===== src/rtl/split_cnt_pkg.sv =====
package split_cnt_pkg;
  localparam int LO_W_DEF = 3;
  localparam int HI_W_DEF = 19;
  localparam int SYNC_STAGES = 2;
endpackage


===== src/rtl/rst_sync.sv =====
module rst_sync #(
  parameter int STAGES = split_cnt_pkg::SYNC_STAGES
) (
  input  logic clk,
  input  logic rst_n,
  output logic srst_n
);
  logic [STAGES-1:0] sync_q;
  logic [STAGES-1:0] sync_d;

  always_comb begin
    sync_d = {sync_q[STAGES-2:0], 1'b1};
  end

  always_ff @(posedge clk or negedge rst_n) begin
    if (!rst_n) sync_q <= '0;
    else        sync_q <= sync_d;
  end

  assign srst_n = sync_q[STAGES-1];
endmodule


===== src/rtl/cnt_lo_sec.sv =====
module cnt_lo_sec #(
  parameter int LO_W = 3
) (
  input  logic            clk,
  input  logic            rst_n,
  input  logic            clr_i,
  input  logic            adv_i,
  output logic [LO_W-1:0] lo_o,
  output logic            step_en_o
);
  // enable is decoded one state before all-ones, so it is registered in time
  localparam logic [LO_W-1:0] PRE_WRAP = LO_W'((1 << LO_W) - 2);

  logic [LO_W-1:0] lo_q, lo_d;
  logic            en_q, en_d;

  always_comb begin
    lo_d = lo_q;
    en_d = en_q;
    if (clr_i) begin
      lo_d = '0;
      en_d = 1'b0;
    end else if (adv_i) begin
      lo_d = lo_q + 1'b1;
      en_d = (lo_q == PRE_WRAP);
    end
  end

  always_ff @(posedge clk or negedge rst_n) begin
    if (!rst_n) begin
      lo_q <= '0;
      en_q <= 1'b0;
    end else begin
      lo_q <= lo_d;
      en_q <= en_d;
    end
  end

  assign lo_o      = lo_q;
  assign step_en_o = en_q;
endmodule


===== src/rtl/cnt_hi_sec.sv =====
module cnt_hi_sec #(
  parameter int HI_W = 19
) (
  input  logic            clk,
  input  logic            rst_n,
  input  logic            clr_i,
  input  logic            step_i,
  output logic [HI_W-1:0] hi_o
);
  logic [HI_W-1:0] hi_q, hi_d;

  always_comb begin
    hi_d = hi_q;
    if (clr_i)       hi_d = '0;
    else if (step_i) hi_d = hi_q + 1'b1;
  end

  always_ff @(posedge clk or negedge rst_n) begin
    if (!rst_n) hi_q <= '0;
    else        hi_q <= hi_d;
  end

  assign hi_o = hi_q;
endmodule


===== src/rtl/phase_dec.sv =====
module phase_dec #(
  parameter int LO_W = 3
) (
  input  logic                  clk,
  input  logic                  rst_n,
  input  logic                  clr_i,
  input  logic                  adv_i,
  output logic [(1<<LO_W)-1:0]  phase_o
);
  localparam int N = 1 << LO_W;

  logic [N-1:0] ph_q, ph_d;

  always_comb begin
    ph_d = ph_q;
    if (clr_i)      ph_d = N'(1);
    else if (adv_i) ph_d = {ph_q[N-2:0], ph_q[N-1]};
  end

  always_ff @(posedge clk or negedge rst_n) begin
    if (!rst_n) ph_q <= N'(1);
    else        ph_q <= ph_d;
  end

  assign phase_o = ph_q;
endmodule


===== src/rtl/split_cnt.sv =====
module split_cnt #(
  parameter int LO_W = split_cnt_pkg::LO_W_DEF,
  parameter int HI_W = split_cnt_pkg::HI_W_DEF
) (
  input  logic                     clk,
  input  logic                     rst_n,
  input  logic                     start_i,
  input  logic                     run_i,
  output logic [LO_W+HI_W-1:0]     count_o,
  output logic                     done_o,
  output logic [(1<<LO_W)-1:0]     phase_o
);
  localparam int CNT_W = LO_W + HI_W;

  logic            srst_n;
  logic [LO_W-1:0] lo;
  logic [HI_W-1:0] hi;
  logic            step_en;
  logic            adv;
  logic            hi_step;

  rst_sync u_rst_sync (
    .clk    (clk),
    .rst_n  (rst_n),
    .srst_n (srst_n)
  );

  // the top bit stops the whole counter
  assign done_o  = hi[HI_W-1];
  assign adv     = run_i & ~done_o;
  assign hi_step = adv & step_en;

  cnt_lo_sec #(.LO_W(LO_W)) u_lo (
    .clk       (clk),
    .rst_n     (srst_n),
    .clr_i     (start_i),
    .adv_i     (adv),
    .lo_o      (lo),
    .step_en_o (step_en)
  );

  cnt_hi_sec #(.HI_W(HI_W)) u_hi (
    .clk    (clk),
    .rst_n  (srst_n),
    .clr_i  (start_i),
    .step_i (hi_step),
    .hi_o   (hi)
  );

  phase_dec #(.LO_W(LO_W)) u_phase (
    .clk     (clk),
    .rst_n   (srst_n),
    .clr_i   (start_i),
    .adv_i   (adv),
    .phase_o (phase_o)
  );

  assign count_o = CNT_W'({hi, lo});
endmodule


===== config.mk =====
export PLATFORM = sky130hd
export DESIGN_NAME = split_cnt
export DESIGN_NICKNAME = d
export VERILOG_FILES = /design/src/rtl/split_cnt_pkg.sv /design/src/rtl/rst_sync.sv /design/src/rtl/cnt_lo_sec.sv /design/src/rtl/cnt_hi_sec.sv /design/src/rtl/phase_dec.sv /design/src/rtl/split_cnt.sv
export SDC_FILE = /design/constraint.sdc
export NUM_CORES = 1
export LEC_CHECK = 0
export CAP_MARGIN = 20
export CORE_UTILIZATION = 35
export DETAILED_ROUTE_END_ITERATION = 10
export PLACE_DENSITY = 0.63
export SETUP_SLACK_MARGIN = 0.15
export SLEW_MARGIN = 20
export SYNTH_ARGS = -nofsm -noshare
export SYNTH_HDL_FRONTEND = slang
export SYNTH_SLANG_ARGS = --single-unit

===== constraint.sdc =====
create_clock -name clk -period 2.05 [get_ports clk]
set_input_delay 0.205 -clock clk [delete_from_list [all_inputs] [get_ports clk]]
set_output_delay 0.205 -clock clk [all_outputs]
set_load 0.01 [all_outputs]

Word-level counts from Yosys, hierarchy flattened
Cells that the tools add are included.
{"block": "totals", "ff_bits": 33, "latchBits": 0, "mem_bits_rw": 0, "romBits": 0, "mem_count": 0}
{"block": "classes", "n_addsub": 2, "multipliers": 0, "n_div": 0, "n_lt_le_gt_ge": 0, "eq_ne": 1, "n_shift": 0, "muxes": 8, "bitwise": 3, "n_reduce_logical": 2}
{"operator": "19-bit two-way mux", "count": 2}
{"operator": "19-bit by 1-bit adder with 19-bit output (second input constant)", "count": 1}
{"operator": "8-bit two-way mux", "count": 2}
{"operator": "3-bit two-way mux", "count": 2}
{"operator": "2-bit nonzero test", "count": 2}
{"operator": "3-bit by 1-bit adder with 3-bit output (second input constant)", "count": 1}
{"operator": "3-bit equality test (second input constant)", "count": 1}
{"operator": "1-bit AND", "count": 2}
{"operator": "1-bit two-way mux", "count": 2}
{"operator": "1-bit NOT", "count": 1}

Longest topological paths before layout
Gate-level depths: netlist of run 1.
{"block": "depth", "word_depth": 5, "mapped_depth": 5}

Cells and area by module
From an unflattened synthesis of run 1, not the netlist that was laid out.
{"block": "unflattened", "cells_unflattened": 151, "hier_area_um2": 1584.0}
{"mod": "cnt_hi_sec", "n_inst": 1, "cells_per_inst": 101, "area_per_inst_um2": 979.7}
{"mod": "phase_dec", "n_inst": 1, "cells_per_inst": 26, "area_per_inst_um2": 330.3}
{"mod": "cnt_lo_sec", "n_inst": 1, "cells_per_inst": 18, "area_per_inst_um2": 197.7}
{"mod": "rst_sync", "n_inst": 1, "cells_per_inst": 3, "area_per_inst_um2": 53.8}
{"mod": "split_cnt", "n_inst": 1, "cells_per_inst": 3, "area_per_inst_um2": 22.5}

Least setup slack after synthesis of run 1
Ideal clock, no wire load.
{"block": "synth_path", "path_type": "reg2reg", "from": "register u_hi.hi_q[0], in the netlist u_hi.hi_o[0]", "to": "register u_hi.hi_q[16], in the netlist u_hi.hi_o[16]", "setup_ps": 78, "arrival_time_ps": 1796, "t_required_ps": 1972, "slack_ps": 176, "path_stages_with_launch": 6, "path_buffers": 0, "period_less_slack_ps": 1874, "cell_sequence": "dfrtp_1 -> ha_1 -> nand4b_4 -> or4_4 -> or3_1 -> a21oi_1"}
{"block": "synth_between", "elab_chain_len": 3}
{"element": "start, declared", "line": "cnt_hi_sec.sv:10", "rtl": "logic [HI_W-1:0] hi_q, hi_d;"}
{"element": "start signal, assigned", "line": "cnt_hi_sec.sv:20", "rtl": "else hi_q <= hi_d;"}
{"element": "19-bit by 1-bit adder with 19-bit output", "line": "cnt_hi_sec.sv:15", "rtl": "else if (step_i) hi_d = hi_q + 1'b1;"}
{"element": "19-bit two-way mux", "line": "cnt_hi_sec.sv:15"}
{"element": "19-bit two-way mux", "line": "cnt_hi_sec.sv:14", "rtl": "if (clr_i) hi_d = '0;"}
Every way passes these cells. The select of a mux whose other input is x is not followed.
A chain may end at the register's enable or synchronous reset.

Final worst setup path of run 1
{"block": "layout_path", "from": "register u_hi.hi_q[0], in the netlist u_hi.hi_o[0]", "to": "register u_hi.hi_q[14], in the netlist u_hi.hi_o[14]"}
The elaborated chain is that of the path after synthesis.

==> summary.txt, run 1 <==
Status: complete, no violations
Std-Cell Rows: 23
ANT cells: 0
LEAKAGE: 0.898 nW
Area post-placement: 2000 µm²
Post-CTS Hold Buffers: 0
Final Critical Period: 1.82 ns
Netlist cell types: 31
Global route total overflow: 0
Setup Crit Path Kind: register to register
Post-synth EDFFs: 0
First-pass DRT Iterations: 4
Gate Count Post-Synth: 164
Htree depth: 2
Sink Count: 33
# nets final: 215
IO Port Bufs: 34
CP cell instances: ha_1, nand4b_4, or4_4, or3_1, a21oi_1
Clk pin slew, worst setup/hold paths: 0.07 ns
Die width: 69.0 µm
Register area: 828 µm²
Min-delay worst type: primary input to async pin
R2R Setup Slk: 0.23 ns
Post-detailed-route wirelength per cell: 13.6 µm
Max clock buf depth: 2
Most area-consuming cells after synthesis: dfrtp_1 51%, nand2_1 6.0%, a21oi_1 5.7%
Area Overhead vs Synth: 34.1%
Final design area excluding fillers: 2110 µm²
Cell taking the most area after synthesis: dfrtp_1
Pwr Density: 586 nW/µm²
Post-DP HPWL: 2430 µm
Full die area: 4760 µm²
Hold Fails Final Rpt: 0
Setup Skew: 0.00687 ns
Fill cell count: 379
Global-route wire length before repair: 5720 µm
#FFs+latches synth: 33
Combinational Power Share: 0.063
Clk pwr share: 0.393
Ys flop type: dfrtp_1
Core Area: 4140 µm²
Number of global-route vias before repair: 1248
RSZ-0062 raised after global routing: no
Vias per cell: 5.03
Total internal power: 0.961 mW
Post-DRT Antenna Nets: 0
Pin count of the biggest net entering global routing: 32
Initial DRC Count: 90
Multi-input logic area: 694 µm²
TritonCTS clock tree: yes
Most common cell in the netlist: dfrtp_1
Async S/R FF share, synth: 1.00
# setup viols final: 0
Final WL: 3500 µm
CP Max Fanout: 4
Initial Utilization: 0.379
Slowest cell on the critical path: or4_4
Residual DRC: 0
Initial antenna violation count: 0
Final TNS setup: 0 ns
Max Cap Violations: 0
Largest stage delay, worst path: 0.56 ns
Gpl congestion: 0.836
Req. time, crit path: 2.26 ns
TritonCTS buffer count: 5
Reg power frac: 0.543
All-Layer GR Usage: 0.167
Final Power: 1.23 mW
CTS root buf: clkbuf_8
Sequential cell area fraction in the yosys report: 0.527
Top post-synthesis cells by count: 32 x dfrtp_1, 25 x nand2_1, 18 x a21oi_1, 15 x nor2_1, 9 x nand3_1
Synth Warn #: 0
Final period util: 0.890
Syn Nets: 171
Max VDD drop: 0.486 mV
Max Slew Vio Count: 0
Net Sw Frac: 0.221
Data arrival time of the worst path: 2.03 ns
Synth Area per Inst: 9.57 µm²
Routed vias: 1299
Clock Latency Late Sink: 0.28 ns
Chip Height: 69.0 µm
# IOs: 35
Switching power: 0.272 mW
CP Launch Type: register
Setup crit end kind: register
Share of layout cells above drive strength 1: 0.101
Synth top area share: 0.510
Fmax: 548 MHz
Post-synthesis cell area: 1570 µm²
## what timing repair did
action,in CTS,in global routing
pin swaps,0,1
setup endpoints to repair,2,2
setup buffers,0,3
gates resized for setup,1,0
## path summary, 6_finish.rpt
| kind | from | to | cells past startpoint |
|---|---|---|---|
| worst max-delay path | u_hi.hi_o[0] | u_hi.hi_o[14] | 5 |
| worst min-delay path | rst_n | u_rst_sync.sync_q[0] | 1 |
| worst max register to register | u_hi.hi_o[0] | u_hi.hi_o[14] | 5 |
| worst min register to register | u_rst_sync.sync_q[1] | u_hi.hi_o[5] | 1 |
| max in group asynchronous | u_rst_sync.sync_q[1] | u_phase.phase_o[0] | 1 |
| min in group clk | u_rst_sync.sync_q[0] | u_rst_sync.sync_q[1] | 0 |
## registers in the layout, summed over array words and instances, names as in the netlist
signal,count
u_hi.hi_o,19
u_phase.phase_o,8
u_lo.lo_o,3
u_rst_sync.sync_q,2
u_lo.step_en_o,1
## final cells by class
cell class / count / area share
clock buffers: 7 / 0.0410
repair buffers: 44 / 0.197
well taps: 50 / 0.0297
flip-flops and latches: 33 / 0.393
inverters: 5 / 0.00891
multi-input cells: 119 / 0.330
## placed cells by master, fill, tap and decap left out, drive strengths merged
cell	instances
clkdlybuf4s50	34
dfrtp	32
nand2	25
a21oi	18
nor2	15
buf	10
nand3	9
xnor2	8
clkbuf	7
or3	6
nor4	6
inv	5
o21ai	5
xor2	3
nor3	3
a21o	3
ha	3
and2	2
nand3b	2
nand4	2
and3b	1
nand4b	1
nor2b	1
or2b	1
and4	1
or4	1
a31oi	1
and3	1
dfstp	1
conb	1
## stage by stage
stage               worst slack (ns)  utilization  instances  hold WS, ns
finish                         0.226        0.508        258       0.0805
global route                   0.164        0.508        258       0.0893
CTS                            0.157        0.503        255       0.0740
detailed placement            0.0913        0.482        248        0.273
global placement               0.123        0.482        248        0.268
floorplan                      0.176            -        164      -0.0906
## power by group through the flow
stage | sequential [mW] | clock (mW) | combinational [mW]
finish | 0.670 | 0.485 | 0.0779
detailed placement | 0.682 | 0 | 0.0796
global placement | 0.681 | 0 | 0.0768
CTS | 0.670 | 0.500 | 0.0798
global route | 0.671 | 0.531 | 0.0888
floorplan | 0.693 | 0 | 0.0278
## routing by layer
metal  GRT usage  vias up  wire (µm)
met2       0.286       34       1750
met3      0.0493        6        198
met1       0.192      614       1500
met5           0        -          0
li1            -      645          -
met4      0.0689        0         52
## critical path: cells and delay by family, from the launching register on
kind	cells	cell delay, ns
AO/OA/AOI/OAI	1	0.15
adder cells (fa/ha/maj)	1	0.21
flip-flops	1	0.39
AND/OR/NAND/NOR	3	1.00
## logic make-up after synthesis
group	Yosys count	share of synthesized area
adders and majority gates	3	0.0239
xor gates and xnor gates	11	0.0614
buffers and inverters	12	0.0311
and+or+nand+nor	77	0.263
DFF	33	0.527
other	1	0.00239
AOI/OAI and AO/OA	27	0.0916
Power figures use the tool's default switching activity.
==> run 2, diff against run 1 <==
--- a/config.mk
+++ b/config.mk
@@ -6,10 +6,12 @@
 export NUM_CORES = 1
 export LEC_CHECK = 0
 export CAP_MARGIN = 20
+export CORE_ASPECT_RATIO = 2
 export CORE_UTILIZATION = 35
 export DETAILED_ROUTE_END_ITERATION = 10
 export PLACE_DENSITY = 0.63
 export SETUP_SLACK_MARGIN = 0.15
+export SKIP_CTS_REPAIR_TIMING = 1
 export SLEW_MARGIN = 20
 export SYNTH_ARGS = -nofsm -noshare
 export SYNTH_HDL_FRONTEND = slang
==> run 2 against run 1 <==
Net effect: cell count up 1.9%; clock skew barely moved; highest routed layer unchanged; wire length shrank 0.34%.
==> summary.txt, run 2 (synthesis results as in run 1) <==
Status: complete, no violations
Sink Count: 33
Worst path bufs/invs: 0
CTS root buf: clkbuf_8
Max VDD drop: 0.455 mV
Clk pin slew, worst setup/hold paths: 0.07 ns
Die width: 49.4 µm
Fmax: 556 MHz
Min Hold Slack: 0.0803 ns
Final Power: 1.22 mW
Post-DRT Antenna Nets: 0
Most common cell after layout, fill and taps aside: clkdlybuf4s50_1
Largest stage delay, worst path: 0.56 ns
Pwr Density: 580 nW/µm²
Clock Latency Late Sink: 0.29 ns
Chip Height: 96.7 µm
CP Max Fanout: 4
CP Launch Type: register
Post-detailed-route wirelength per cell: 13.3 µm
Setup crit end kind: register
Area Overhead vs Synth: 34.1%
Setup Crit Path Kind: register to register
TritonCTS clock tree: yes
Final Critical Period: 1.80 ns
# IOs: 35
Max Slew Vio Count: 0
CP cell instances: ha_1, nand4b_4, or4_4, or3_1, a21oi_1
Final period util: 0.878
Req. time, crit path: 2.26 ns
Initial antenna violation count: 0
Crit-path leading delay family: simple AND/OR/NAND/NOR gates
Area post-placement: 2000 µm²
Number of global-route vias before repair: 1312
Initial DRC Count: 32
Setup Skew: 0.00706 ns
# nets final: 215
Reg-to-Reg Start: u_hi.hi_o[0]
Initial Utilization: 0.362
All-Layer GR Usage: 0.163
Hold Fails Final Rpt: 0
Routed vias: 1295
Full die area: 4770 µm²
Vias per cell: 4.92
Core Area: 4340 µm²
Global route total overflow: 0
RSZ-0062 raised after global routing: no
Final WL: 3490 µm
Share of layout cells above drive strength 1: 0.100
CP startpoint: u_hi.hi_o[0]
Data arrival time of the worst path: 2.01 ns
Slowest cell on the critical path: or4_4
Final design area excluding fillers: 2110 µm²
Std-Cell Rows: 34
Post-DP HPWL: 2410 µm
TritonCTS buffer count: 5
Commonest cells after routing, fill and taps aside: 34 x clkdlybuf4s50_1, 32 x dfrtp_1, 25 x nand2_1
ANT cells: 0
Htree depth: 2
Residual DRC: 0
Gpl congestion: 0.763
IO Port Bufs: 34
Min-delay worst type: primary input to async pin
Max FFs per register: 19
LEAKAGE: 0.900 nW
First-pass DRT Iterations: 3
Max clock buf depth: 2
Global-route wire length before repair: 5840 µm
Pin count of the biggest net entering global routing: 32
# setup viols final: 0
Max Cap Violations: 0
Final TNS setup: 0 ns
-- run 2: area by class of cell --
type	count	area (µm²)
Inverter	5	18.8
Tap cell	54	67.6
Timing Repair Buffer	44	415
Sequential cell	33	827
Multi-Input combinational cell	119	694
Clock inverter	2	10.0
Clock buffer	6	72.6
Fill cell	444	2230
-- run 2: report_power, final --
part	internal [mW]	total (mW)	leakage [nW]	switching [mW]
Clock	0.235	0.476	0.0450	0.241
Combinational	0.0313	0.0754	0.405	0.0441
Sequential	0.662	0.670	0.450	0.00813
-- run 2: routing by layer --
| metal | vias to the layer above | track usage | share of wire |
|---|---|---|---|
| li1 | 644 | - | - |
| met1 | 617 | 0.166 | 0.38 |
| met2 | 27 | 0.287 | 0.56 |
| met3 | 7 | 0.0472 | 0.037 |
| met4 | 0 | 0.0860 | 0.028 |
| met5 | - | 0 | 0 |
-- run 2: worst paths after layout --
path,end,slack [ns],cells past startpoint
setup reg to reg,u_hi.hi_o[14],0.25,5
min in group clk,u_rst_sync.sync_q[1],0.37,0
setup / recovery,u_hi.hi_o[14],0.25,5
hold / removal,u_rst_sync.sync_q[1],0.08,1
hold reg to reg,u_hi.hi_o[2],0.25,1
max in group asynchronous,u_phase.phase_o[0],1.48,1
-- run 2: per-stage QoR --
stage | cells | worst slack, ns | util
final | 263 | 0.250 | 0.485
after global routing | 263 | 0.159 | 0.485
after CTS | 260 | 0.187 | 0.480
after detailed placement | 252 | 0.0438 | 0.461
after global placement | 252 | 0.0807 | 0.461
after floorplan | 164 | 0.176 | -
